[src/rtl/chain_ctr_pkg.sv]
package chain_ctr_pkg;
  localparam int unsigned NCTR = 2;
  localparam int unsigned EVW  = 10;
  localparam int unsigned AW   = 3;

  typedef enum logic [AW-1:0] {
    A_CNT0  = 3'd0,
    A_CNT1  = 3'd1,
    A_TYPE0 = 3'd2,
    A_TYPE1 = 3'd3,
    A_ENSET = 3'd4,
    A_OVF   = 3'd5,
    A_SWINC = 3'd6,
    A_CTRL  = 3'd7
  } reg_addr_e;

  localparam logic [EVW-1:0] EV_SWINC  = 10'h000;
  localparam logic [EVW-1:0] EV_CYCLES = 10'h011;
  localparam logic [EVW-1:0] EV_CHAIN  = 10'h01E;
endpackage

[src/rtl/ctr_slice.sv]
module ctr_slice #(
  parameter int unsigned CW = 32
) (
  input  logic          clk,
  input  logic          rst_n,
  input  logic          ld,
  input  logic [CW-1:0] ld_val,
  input  logic          inc,
  output logic [CW-1:0] val,
  output logic          wrap
);
  logic [CW-1:0] q;

  always_ff @(posedge clk) begin
    if (!rst_n)   q <= '0;
    else if (ld)  q <= ld_val;
    else if (inc) q <= q + CW'(1);
  end

  assign val  = q;
  // a wrap only happens when the increment is actually taken
  assign wrap = inc & ~ld & (&q);
endmodule

[src/rtl/evt_select.sv]
module evt_select
  import chain_ctr_pkg::*;
#(
  parameter bit CAN_CHAIN = 1'b0
) (
  input  logic [EVW-1:0] ev_type,
  input  logic           cyc_evt,
  input  logic           sw_hit,
  input  logic           carry_in,
  output logic           req,
  output logic           chained
);
  generate
    if (CAN_CHAIN) begin : g_chain
      assign chained = (ev_type == EV_CHAIN);
    end else begin : g_nochain
      assign chained = 1'b0;
    end
  endgenerate

  always_comb begin
    if (chained) req = carry_in;
    else req = ((ev_type == EV_CYCLES) & cyc_evt) |
               ((ev_type == EV_SWINC) & sw_hit);
  end
endmodule

[src/rtl/ovf_status.sv]
module ovf_status #(
  parameter int unsigned N = 2
) (
  input  logic         clk,
  input  logic         rst_n,
  input  logic [N-1:0] set,
  input  logic         clr_we,
  input  logic [N-1:0] clr_mask,
  output logic [N-1:0] status
);
  logic [N-1:0] st;
  logic [N-1:0] clr;

  assign clr = clr_we ? clr_mask : '0;

  always_ff @(posedge clk) begin
    if (!rst_n) st <= '0;
    else        st <= (st & ~clr) | set;
  end

  assign status = st;
endmodule

[src/rtl/chain_ctr_pair.sv]
module chain_ctr_pair
  import chain_ctr_pkg::*;
#(
  parameter int unsigned CW = 32
) (
  input  logic          clk,
  input  logic          rst_n,
  input  logic          cyc_evt,
  input  logic          bus_we,
  input  logic [2:0]    bus_addr,
  input  logic [CW-1:0] bus_wdata,
  input  logic [2:0]    rd_addr,
  output logic [CW-1:0] rd_data
);
  logic [NCTR-1:0][CW-1:0]  cnt_val;
  logic [NCTR-1:0][EVW-1:0] ev_type_q;
  logic [NCTR-1:0]          en_mask;
  logic                     glob_en;
  logic [NCTR-1:0]          ld;
  logic [NCTR-1:0]          inc;
  logic [NCTR-1:0]          req;
  logic [NCTR-1:0]          wrap;
  logic [NCTR-1:0]          sw_hit;
  logic [NCTR-1:0]          ovf_set;
  logic [NCTR-1:0]          ovf_q;
  logic [NCTR:0]            chn;
  logic [NCTR:0]            carry;

  assign chn[NCTR] = 1'b0;
  assign carry[0]  = 1'b0;

  generate
    for (genvar i = 0; i < NCTR; i++) begin : g_ctr
      localparam logic [2:0] ADR_CNT  = 3'(int'(A_CNT0) + i);
      localparam logic [2:0] ADR_TYPE = 3'(int'(A_TYPE0) + i);

      always_ff @(posedge clk) begin
        if (!rst_n) ev_type_q[i] <= '0;
        else if (bus_we && bus_addr == ADR_TYPE) ev_type_q[i] <= bus_wdata[EVW-1:0];
      end

      assign ld[i]     = bus_we && (bus_addr == ADR_CNT);
      assign sw_hit[i] = bus_we && (bus_addr == A_SWINC) && bus_wdata[i];

      evt_select #(.CAN_CHAIN((i % 2) == 1)) u_sel (
        .ev_type (ev_type_q[i]),
        .cyc_evt (cyc_evt),
        .sw_hit  (sw_hit[i]),
        .carry_in(carry[i]),
        .req     (req[i]),
        .chained (chn[i])
      );

      assign inc[i] = glob_en & en_mask[i] & req[i];

      ctr_slice #(.CW(CW)) u_slice (
        .clk   (clk),
        .rst_n (rst_n),
        .ld    (ld[i]),
        .ld_val(bus_wdata),
        .inc   (inc[i]),
        .val   (cnt_val[i]),
        .wrap  (wrap[i])
      );

      // even counters hand their wrap to the next odd counter
      assign carry[i+1]  = ((i % 2) == 0) ? wrap[i] : 1'b0;
      assign ovf_set[i]  = wrap[i] & ~(((i % 2) == 0) & chn[i+1]);
    end
  endgenerate

  always_ff @(posedge clk) begin
    if (!rst_n) begin
      en_mask <= '0;
      glob_en <= 1'b0;
    end else if (bus_we) begin
      if (bus_addr == A_ENSET) en_mask <= en_mask | bus_wdata[NCTR-1:0];
      if (bus_addr == A_CTRL)  glob_en <= bus_wdata[0];
    end
  end

  ovf_status #(.N(NCTR)) u_ovf (
    .clk     (clk),
    .rst_n   (rst_n),
    .set     (ovf_set),
    .clr_we  (bus_we && (bus_addr == A_OVF)),
    .clr_mask(bus_wdata[NCTR-1:0]),
    .status  (ovf_q)
  );

  always_comb begin
    rd_data = '0;
    case (rd_addr)
      A_CNT0:  rd_data = cnt_val[0];
      A_CNT1:  rd_data = cnt_val[1];
      A_TYPE0: rd_data = CW'(ev_type_q[0]);
      A_TYPE1: rd_data = CW'(ev_type_q[1]);
      A_ENSET: rd_data = CW'(en_mask);
      A_OVF:   rd_data = CW'(ovf_q);
      A_CTRL:  rd_data = CW'(glob_en);
      default: rd_data = '0;
    endcase
  end
endmodule

[config.mk]
export PLATFORM = sky130hd
export DESIGN_NAME = chain_ctr_pair
export DESIGN_NICKNAME = d
export VERILOG_FILES = /design/src/rtl/chain_ctr_pkg.sv /design/src/rtl/ctr_slice.sv /design/src/rtl/evt_select.sv /design/src/rtl/ovf_status.sv /design/src/rtl/chain_ctr_pair.sv
export SDC_FILE = /design/constraint.sdc
export NUM_CORES = 1
export LEC_CHECK = 0
export BUFFER_PORTS_ARGS = -buffer_cell sky130_fd_sc_hd__buf_2
export CELL_PAD_IN_SITES_DETAIL_PLACEMENT = 1
export CELL_PAD_IN_SITES_GLOBAL_PLACEMENT = 2
export CORE_ASPECT_RATIO = 1.1
export CORE_MARGIN = 8
export CORE_UTILIZATION = 34
export DETAILED_ROUTE_END_ITERATION = 10
export PLACE_DENSITY_LB_ADDON = 0.15
export SETUP_SLACK_MARGIN = 0.02
export SYNTH_ARGS = -nofsm -noshare
export SYNTH_HDL_FRONTEND = slang
export SYNTH_SLANG_ARGS = --single-unit
[constraint.sdc]
create_clock -name clk -period 3.33 [get_ports clk]
set_input_delay 0.4995 -clock clk [delete_from_list [all_inputs] [get_ports clk]]
set_output_delay 0.4995 -clock clk [all_outputs]
set_load 0.01 [all_outputs]
==> results of run 1 <==
[kinds of logic after synthesis]
kind of cell	count (synthesis)	synth area share, %
flip-flops	89	31.9
XOR/XNOR	31	4.86
AO/OA/AOI/OAI	169	20.3
buffers and inverters	61	4.41
adder cells (fa/ha/maj)	2	0.448
multiplexers	23	5.94
AND/OR/NAND/NOR	331	32.1
[power breakdown]
| part | total (uW) | switching (uW) | internal (uW) |
|---|---|---|---|
| Sequential | 1170 | 64.8 | 1110 |
| Clock | 1060 | 476 | 583 |
| Combinational | 260 | 157 | 103 |
| Total | 2490 | 698 | 1790 |
[Yosys cell counts, types with 18 or more instances]
master | n | area, um^2
sky130_fd_sc_hd__nor3_1 | 49 | 245
sky130_fd_sc_hd__a22o_1 | 22 | 193
sky130_fd_sc_hd__nand4_1 | 21 | 131
sky130_fd_sc_hd__nand3_1 | 29 | 145
sky130_fd_sc_hd__o21ai_0 | 38 | 190
sky130_fd_sc_hd__and3_1 | 18 | 113
sky130_fd_sc_hd__xnor2_1 | 27 | 236
sky130_fd_sc_hd__dfxtp_1 | 89 | 1780
sky130_fd_sc_hd__clkbuf_1 | 39 | 146
sky130_fd_sc_hd__nor2_1 | 52 | 195
sky130_fd_sc_hd__nand2_1 | 81 | 304
sky130_fd_sc_hd__a21oi_1 | 53 | 265
[sequential cells by signal (all words and copies together), names as in the netlist]
register,count
u_ovf.status,2
ev_type_q,20
g_ctr.u_slice.val,64
en_mask,2
glob_en,1
[final timing paths]
path / to / slack [ns] / depth (start not counted)
min: g_ctr[1].u_slice.val[11] / 0.40 / 3
max reg2reg: g_ctr[1].u_slice.val[29] / 0.49 / 6
max: g_ctr[1].u_slice.val[29] / 0.49 / 6
min reg2reg: ev_type_q[3] / 0.48 / 2
[layer usage]
metal	global-route usage [%]	routed length, um	vias to the layer above
li1	-	-	2732
met1	24.8	9680	2917
met2	37.2	10900	119
met3	3.41	784	31
met4	7.78	514	0
met5	0	0	-
[cell type report]
| type | instances | area [um^2] | share of cell area [%] |
|---|---|---|---|
| sequential | 89 | 1780 | 27.6 |
| clock buffer | 11 | 233 | 3.60 |
| multi-input combinational | 556 | 3570 | 55.3 |
| inverter | 13 | 48.8 | 0.755 |
| clock inverter | 5 | 56.3 | 0.871 |
| tap | 204 | 255 | 3.95 |
| timing repair buffer | 93 | 515 | 7.98 |
[worst max-delay path, delay by kind of cell (launching register included)]
kind             cells  cell delay (ns)
flip-flops           1             0.33
AND/OR/NAND/NOR      6             2.38
[stage by stage]
step	std cells	util, %	hold slack (ns)
2_1_floorplan	706	-	0.441
3_3_place_gp	955	38.0	0.455
3_5_place_dp	955	38.0	0.462
4_1_cts	971	39.8	0.382
5_1_grt	971	39.8	0.414
6_report	971	39.8	0.395
==> flow_summary.yaml, run 1 <==
outcome:
  run_status: "finished clean"
grt:
  groute.usage.overall_pct: 20.9
  via_count_of_the_first_global_routing_pass: 6066
  grt_antenna_before_repair: 0
  grt_start_max_net_pins: 52
  gr-total-overflow: 0
  first_pass_grt_wire_length_um: 34800
synthesis:
  number_of_register_bits_inferred_by_synthesis: 89
  post_synth.cell_area_avg_um2: 7.91
  synthesis.nets: 750
  async_reset_ff_share_pct: 0
  yosysUniqueCellTypes: 70
  synthFlopType: "sky130_fd_sc_hd__dfxtp_1"
  ys_seq_area_share_pct: 31.9
  synthesized_instance_count: 706
  post_synth_edffs: 0
  synth.cell_area_mm2: 0.00558
  yosys_warnings: 0
drt:
  number_of_remaining_drc_errors: 0
  wl_per_cell_um: 22.6
  routed_wire_length_um: 21900
  routed_via_density: 5.97
  drt-initial-drc-count: 367
  final_antenna_net_count: 0
  drt_pass1_iterations: 4
  vias: 5799
critical_path:
  crit_path_start_kind: "flop"
  timing.critical_path.mode_cell: "sky130_fd_sc_hd__or4_4"
  critical_path_required_ns: 3.56
  critical_path_peak_fanout: 7
  end_kind: "flop"
  criticalPathCategory: "reg -> reg"
  critical-path-slowest-cell: "sky130_fd_sc_hd__or4_4"
  timing.critical_path.arrival_ns: 3.06
  worstSetupStartpoint: "ev_type_q[15]"
  worst_r2r_startpoint: "ev_type_q[15]"
  crit_path_cell_trace: "or4_4 > nor4_4 > nand2_2 > or4_4 > and4_4 > or3_1"
  cpPeakStageDelay_ns: 0.59
die:
  rows: 49
  pin_count: 74
  dieArea_mm2: 0.0208
  floorplan.core_area_mm2: 0.0162
  initial_utilization_pct: 34.4
  fp.dieH_um: 150
  fp.dieW_um: 138
timing:
  final_ws_setup_ns: 0.494
  timing.final.setup_violations: 0
  grt_setup_unrepaired: "no"
  maxSlewHeadroom_pct: 52.2
  fin_tns_setup_ns: 0
  timing.final.hold_violations: 0
  maximum_clock_skew_at_final_layout_ns: 0.0100
  timing.fmax_mhz: 353
  worst-slew-pin-transition_ns: 0.717
  layout_worst_path_cycle_share_pct: 85.2
  timing.final.crit_period_ns: 2.84
  max_slew_violation_count: 0
power_and_ir_drop:
  power.total_uw: 2490
  max-vdd-ir-drop_v: 0.000247
  power.density_cell_area_mw_per_mm2: 385
  standby_leakage_power_uw: 0.00233
cts:
  clk_latency_ns: 0.35
  post_cts.resized_instances: 0
  cts.path.max_buffers: 2
  worst_setup_hold_path_clk_slew_ns: 0.07
  tritoncts: "built"
  ctsRootBufferMaster: "sky130_fd_sc_hd__clkbuf_16"
  number_of_buffers_created_by_cts: 9
  clock_tree.htree_level_count: 3
  postCtsHoldBufs: 0
  postCtsSetupRepairBufs: 0
  clock-sinks: 89
placed_design:
  gpl.final_weighted_congestion: 0.845
  instance_area_after_placement_mm2: 0.00617
  place.detailed.hpwl_um: 16000
  preCtsSetupSlack_ns: 0.458
  buffer_ports.inserted: 73
layout:
  layout_cell_share_with_drive_strength_beyond_1_pct: 18.1
  final_design_area_no_fill_mm2: 0.00646
  layout_commonest_cell: "sky130_fd_sc_hd__dfxtp_1"
  antenna-diode-count: 0
  layout.filler_cells: 1965
  layout.cells.most_common_list: "89 x sky130_fd_sc_hd__dfxtp_1, 81 x sky130_fd_sc_hd__nand2_1, 73 x sky130_fd_sc_hd__buf_2"
  num-nets-final: 806
  synthToLayoutAreaGrowth_pct: 15.7
min_path:
  hold_path_startpoint: "bus_wdata[11]"
  min_path_type: "in -> reg"
flow_run:
  max_cap_violations: 0
(Power assumes the default switching activity.)
==> run 2: changes to the inputs <==
--- a/config.mk
+++ b/config.mk
@@ -10,7 +10,7 @@
 export CELL_PAD_IN_SITES_GLOBAL_PLACEMENT = 2
 export CORE_ASPECT_RATIO = 1.1
 export CORE_MARGIN = 8
-export CORE_UTILIZATION = 34
+export CORE_UTILIZATION = 25
 export DETAILED_ROUTE_END_ITERATION = 10
 export PLACE_DENSITY_LB_ADDON = 0.15
 export SETUP_SLACK_MARGIN = 0.02
==> constraint.sdc (replaced) <==
create_clock -name clk -period 2.9 [get_ports clk]
set_input_delay 0.435 -clock clk [delete_from_list [all_inputs] [get_ports clk]]
set_output_delay 0.435 -clock clk [all_outputs]
set_load 0.01 [all_outputs]
==> run 2 against run 1 <==
Clock-buffer cell count fell by 1. Final cell count increased by 12%. Sequential power increased by 15%. Worst hold slack worse by 0.069 ns. Flip-flop and latch count stayed put.
==> flow_summary.yaml, run 2 (same netlist as run 1, synthesis figures left out) <==
layout:
  final_core_util_pct: 31.0
  antenna-diode-count: 0
  largest_register_ff_count: 64
  layout.cells.most_common_list: "89 x sky130_fd_sc_hd__dfxtp_1, 81 x sky130_fd_sc_hd__nand2_1, 73 x sky130_fd_sc_hd__buf_2"
  layout_commonest_cell: "sky130_fd_sc_hd__dfxtp_1"
  num-nets-final: 828
  layout_cell_share_with_drive_strength_beyond_1_pct: 20.8
  synthToLayoutAreaGrowth_pct: 22.2
  post_layout_nonfiller_instances: 1084
  layout.filler_cells: 2644
cts:
  cts.path.max_buffers: 2
  postCtsHoldBufs: 0
  clock-sinks: 89
  worst_setup_hold_path_clk_slew_ns: 0.08
  clk_latency_ns: 0.36
  clock_tree.htree_level_count: 3
  postCtsSetupRepairBufs: 0
  ctsRootBufferMaster: "sky130_fd_sc_hd__clkbuf_16"
  post_cts.resized_instances: 0
  tritoncts: "built"
  number_of_buffers_created_by_cts: 9
die:
  pin_count: 74
  floorplan.core_area_mm2: 0.0220
  fp.dieW_um: 159
  dieArea_mm2: 0.0274
  rows: 57
  fp.dieH_um: 173
  initial_utilization_pct: 25.3
outcome:
  run_status: "finished clean"
drt:
  final_antenna_net_count: 0
  drt_pass1_iterations: 4
  drt-initial-drc-count: 278
  routed_via_density: 5.46
  wl_per_cell_um: 22.2
  vias: 5916
  routed_wire_length_um: 24000
  number_of_remaining_drc_errors: 0
grt:
  grt_start_max_net_pins: 65
  first_pass_grt_wire_length_um: 37000
  groute.usage.overall_pct: 17.6
  gr-total-overflow: 0
  grt_antenna_before_repair: 0
  via_count_of_the_first_global_routing_pass: 6224
timing:
  maxSlewHeadroom_pct: 51.4
  hold-worst-slack_ns: 0.326
  fin_tns_setup_ns: 0
  timing.fmax_mhz: 363
  grt_setup_unrepaired: "no"
  timing.final.setup_violations: 0
  timing.final.hold_violations: 0
  timing.final.crit_period_ns: 2.75
  worst-slew-pin-transition_ns: 0.729
  maximum_clock_skew_at_final_layout_ns: 0.00894
  layout_worst_path_cycle_share_pct: 94.9
  max_slew_violation_count: 0
critical_path:
  end_kind: "flop"
  cpPeakStageDelay_ns: 0.61
  worst_r2r_startpoint: "ev_type_q[3]"
  crit_path_cell_trace: "or4_1 > nand4bb_1 > nand4bb_1 > or4_4 > and4_4 > or3_1"
  timing.critical_path.mode_cell: "sky130_fd_sc_hd__nand4bb_1"
  crit-reg2reg-capture: "g_ctr[1].u_slice.val[29]"
  crit_path_start_kind: "flop"
  worstPathBufferInverterCount: 0
  worstRegToRegCells: 6
  timing.critical_path.arrival_ns: 2.99
  critical-path-slowest-cell: "sky130_fd_sc_hd__or4_1"
  setup.reg_to_reg.worst_slack_ns: 0.15
  criticalPathCategory: "reg -> reg"
  timing.critical_path.max_delay_family: "simple AND/OR/NAND/NOR gates"
  critical_path_required_ns: 3.14
  critical_path_peak_fanout: 4
placed_design:
  buffer_ports.inserted: 73
  placed_cells: 1068
  place.detailed.hpwl_um: 17700
  gpl.final_weighted_congestion: 0.790
power_and_ir_drop:
  max-vdd-ir-drop_v: 0.000221
  standby_leakage_power_uw: 0.00248
  power.density_cell_area_mw_per_mm2: 454
min_path:
  min_delay_worst_endpoint: "g_ctr[1].u_slice.val[31]"
  min_path_type: "in -> reg"
  hold_path_startpoint: "bus_wdata[31]"
  timing.hold.worst_path_depth: 3
flow_run:
  max_cap_violations: 0
run 2: changes by cell type in the layout (fill, tap and decap cells not counted), moves of 2 or more:
cell                        previous run  this run
sky130_fd_sc_hd__bufinv_16             1         3
sky130_fd_sc_hd__clkbuf_1              2         0
sky130_fd_sc_hd__buf_4                20        41
sky130_fd_sc_hd__inv_6                 0         2
run 2: how the worst max path moves through the flow:
| stage | cells past startpoint | to | start | slack, ns |
|---|---|---|---|---|
| floorplan | 6 | g_ctr[1].u_slice.val[29] | ev_type_q[15] | 0.35 |
| CTS | 6 | g_ctr[1].u_slice.val[29] | ev_type_q[3] | 0.17 |
| finish | 6 | g_ctr[1].u_slice.val[29] | ev_type_q[3] | 0.15 |
| detailed placement | 6 | g_ctr[1].u_slice.val[29] | ev_type_q[3] | 0.18 |
| global placement | 6 | g_ctr[1].u_slice.val[29] | ev_type_q[3] | 0.24 |
| global route | 6 | g_ctr[1].u_slice.val[29] | ev_type_q[3] | 0.08 |
run 2: area by class of cell:
cell class                      instances  area, um^2  area share [%]
Multi-Input combinational cell        556        3580            52.4
Tap cell                              295         369            5.41
Inverter                               13        48.8           0.715
Clock inverter                          6         113            1.65
Clock buffer                           10         239            3.50
Sequential cell                        89        1780            26.1
Timing Repair Buffer                  115         693            10.2
run 2: power by group:
group,switching [uW],internal (uW)
clock,569,873
combinational,190,125
sequential,73.1,1270
total,832,2270
run 2: layer usage:
layer / GRT usage (%) / routed length (um)
met1: 21.9 / 10600
met2: 30.7 / 12100
met3: 2.47 / 898
met4: 5.04 / 442
met5: 0 / 0
run 2: worst min-delay path, stage by stage:
cell and delay [ns]:
sky130_fd_sc_hd__buf_2 0.09, sky130_fd_sc_hd__nand3_1 0.06, sky130_fd_sc_hd__nand3_1 0.07
run 2: metrics by stage:
step | setup WS [ns] | power [uW] | area (um^2)
floorplan | 0.347 | 1530 | 5580
global placement | 0.240 | 1680 | 6460
detailed placement | 0.182 | 1690 | 6460
CTS | 0.168 | 3140 | 6820
global route | 0.0814 | 3220 | 6820
finish | 0.148 | 3100 | 6820
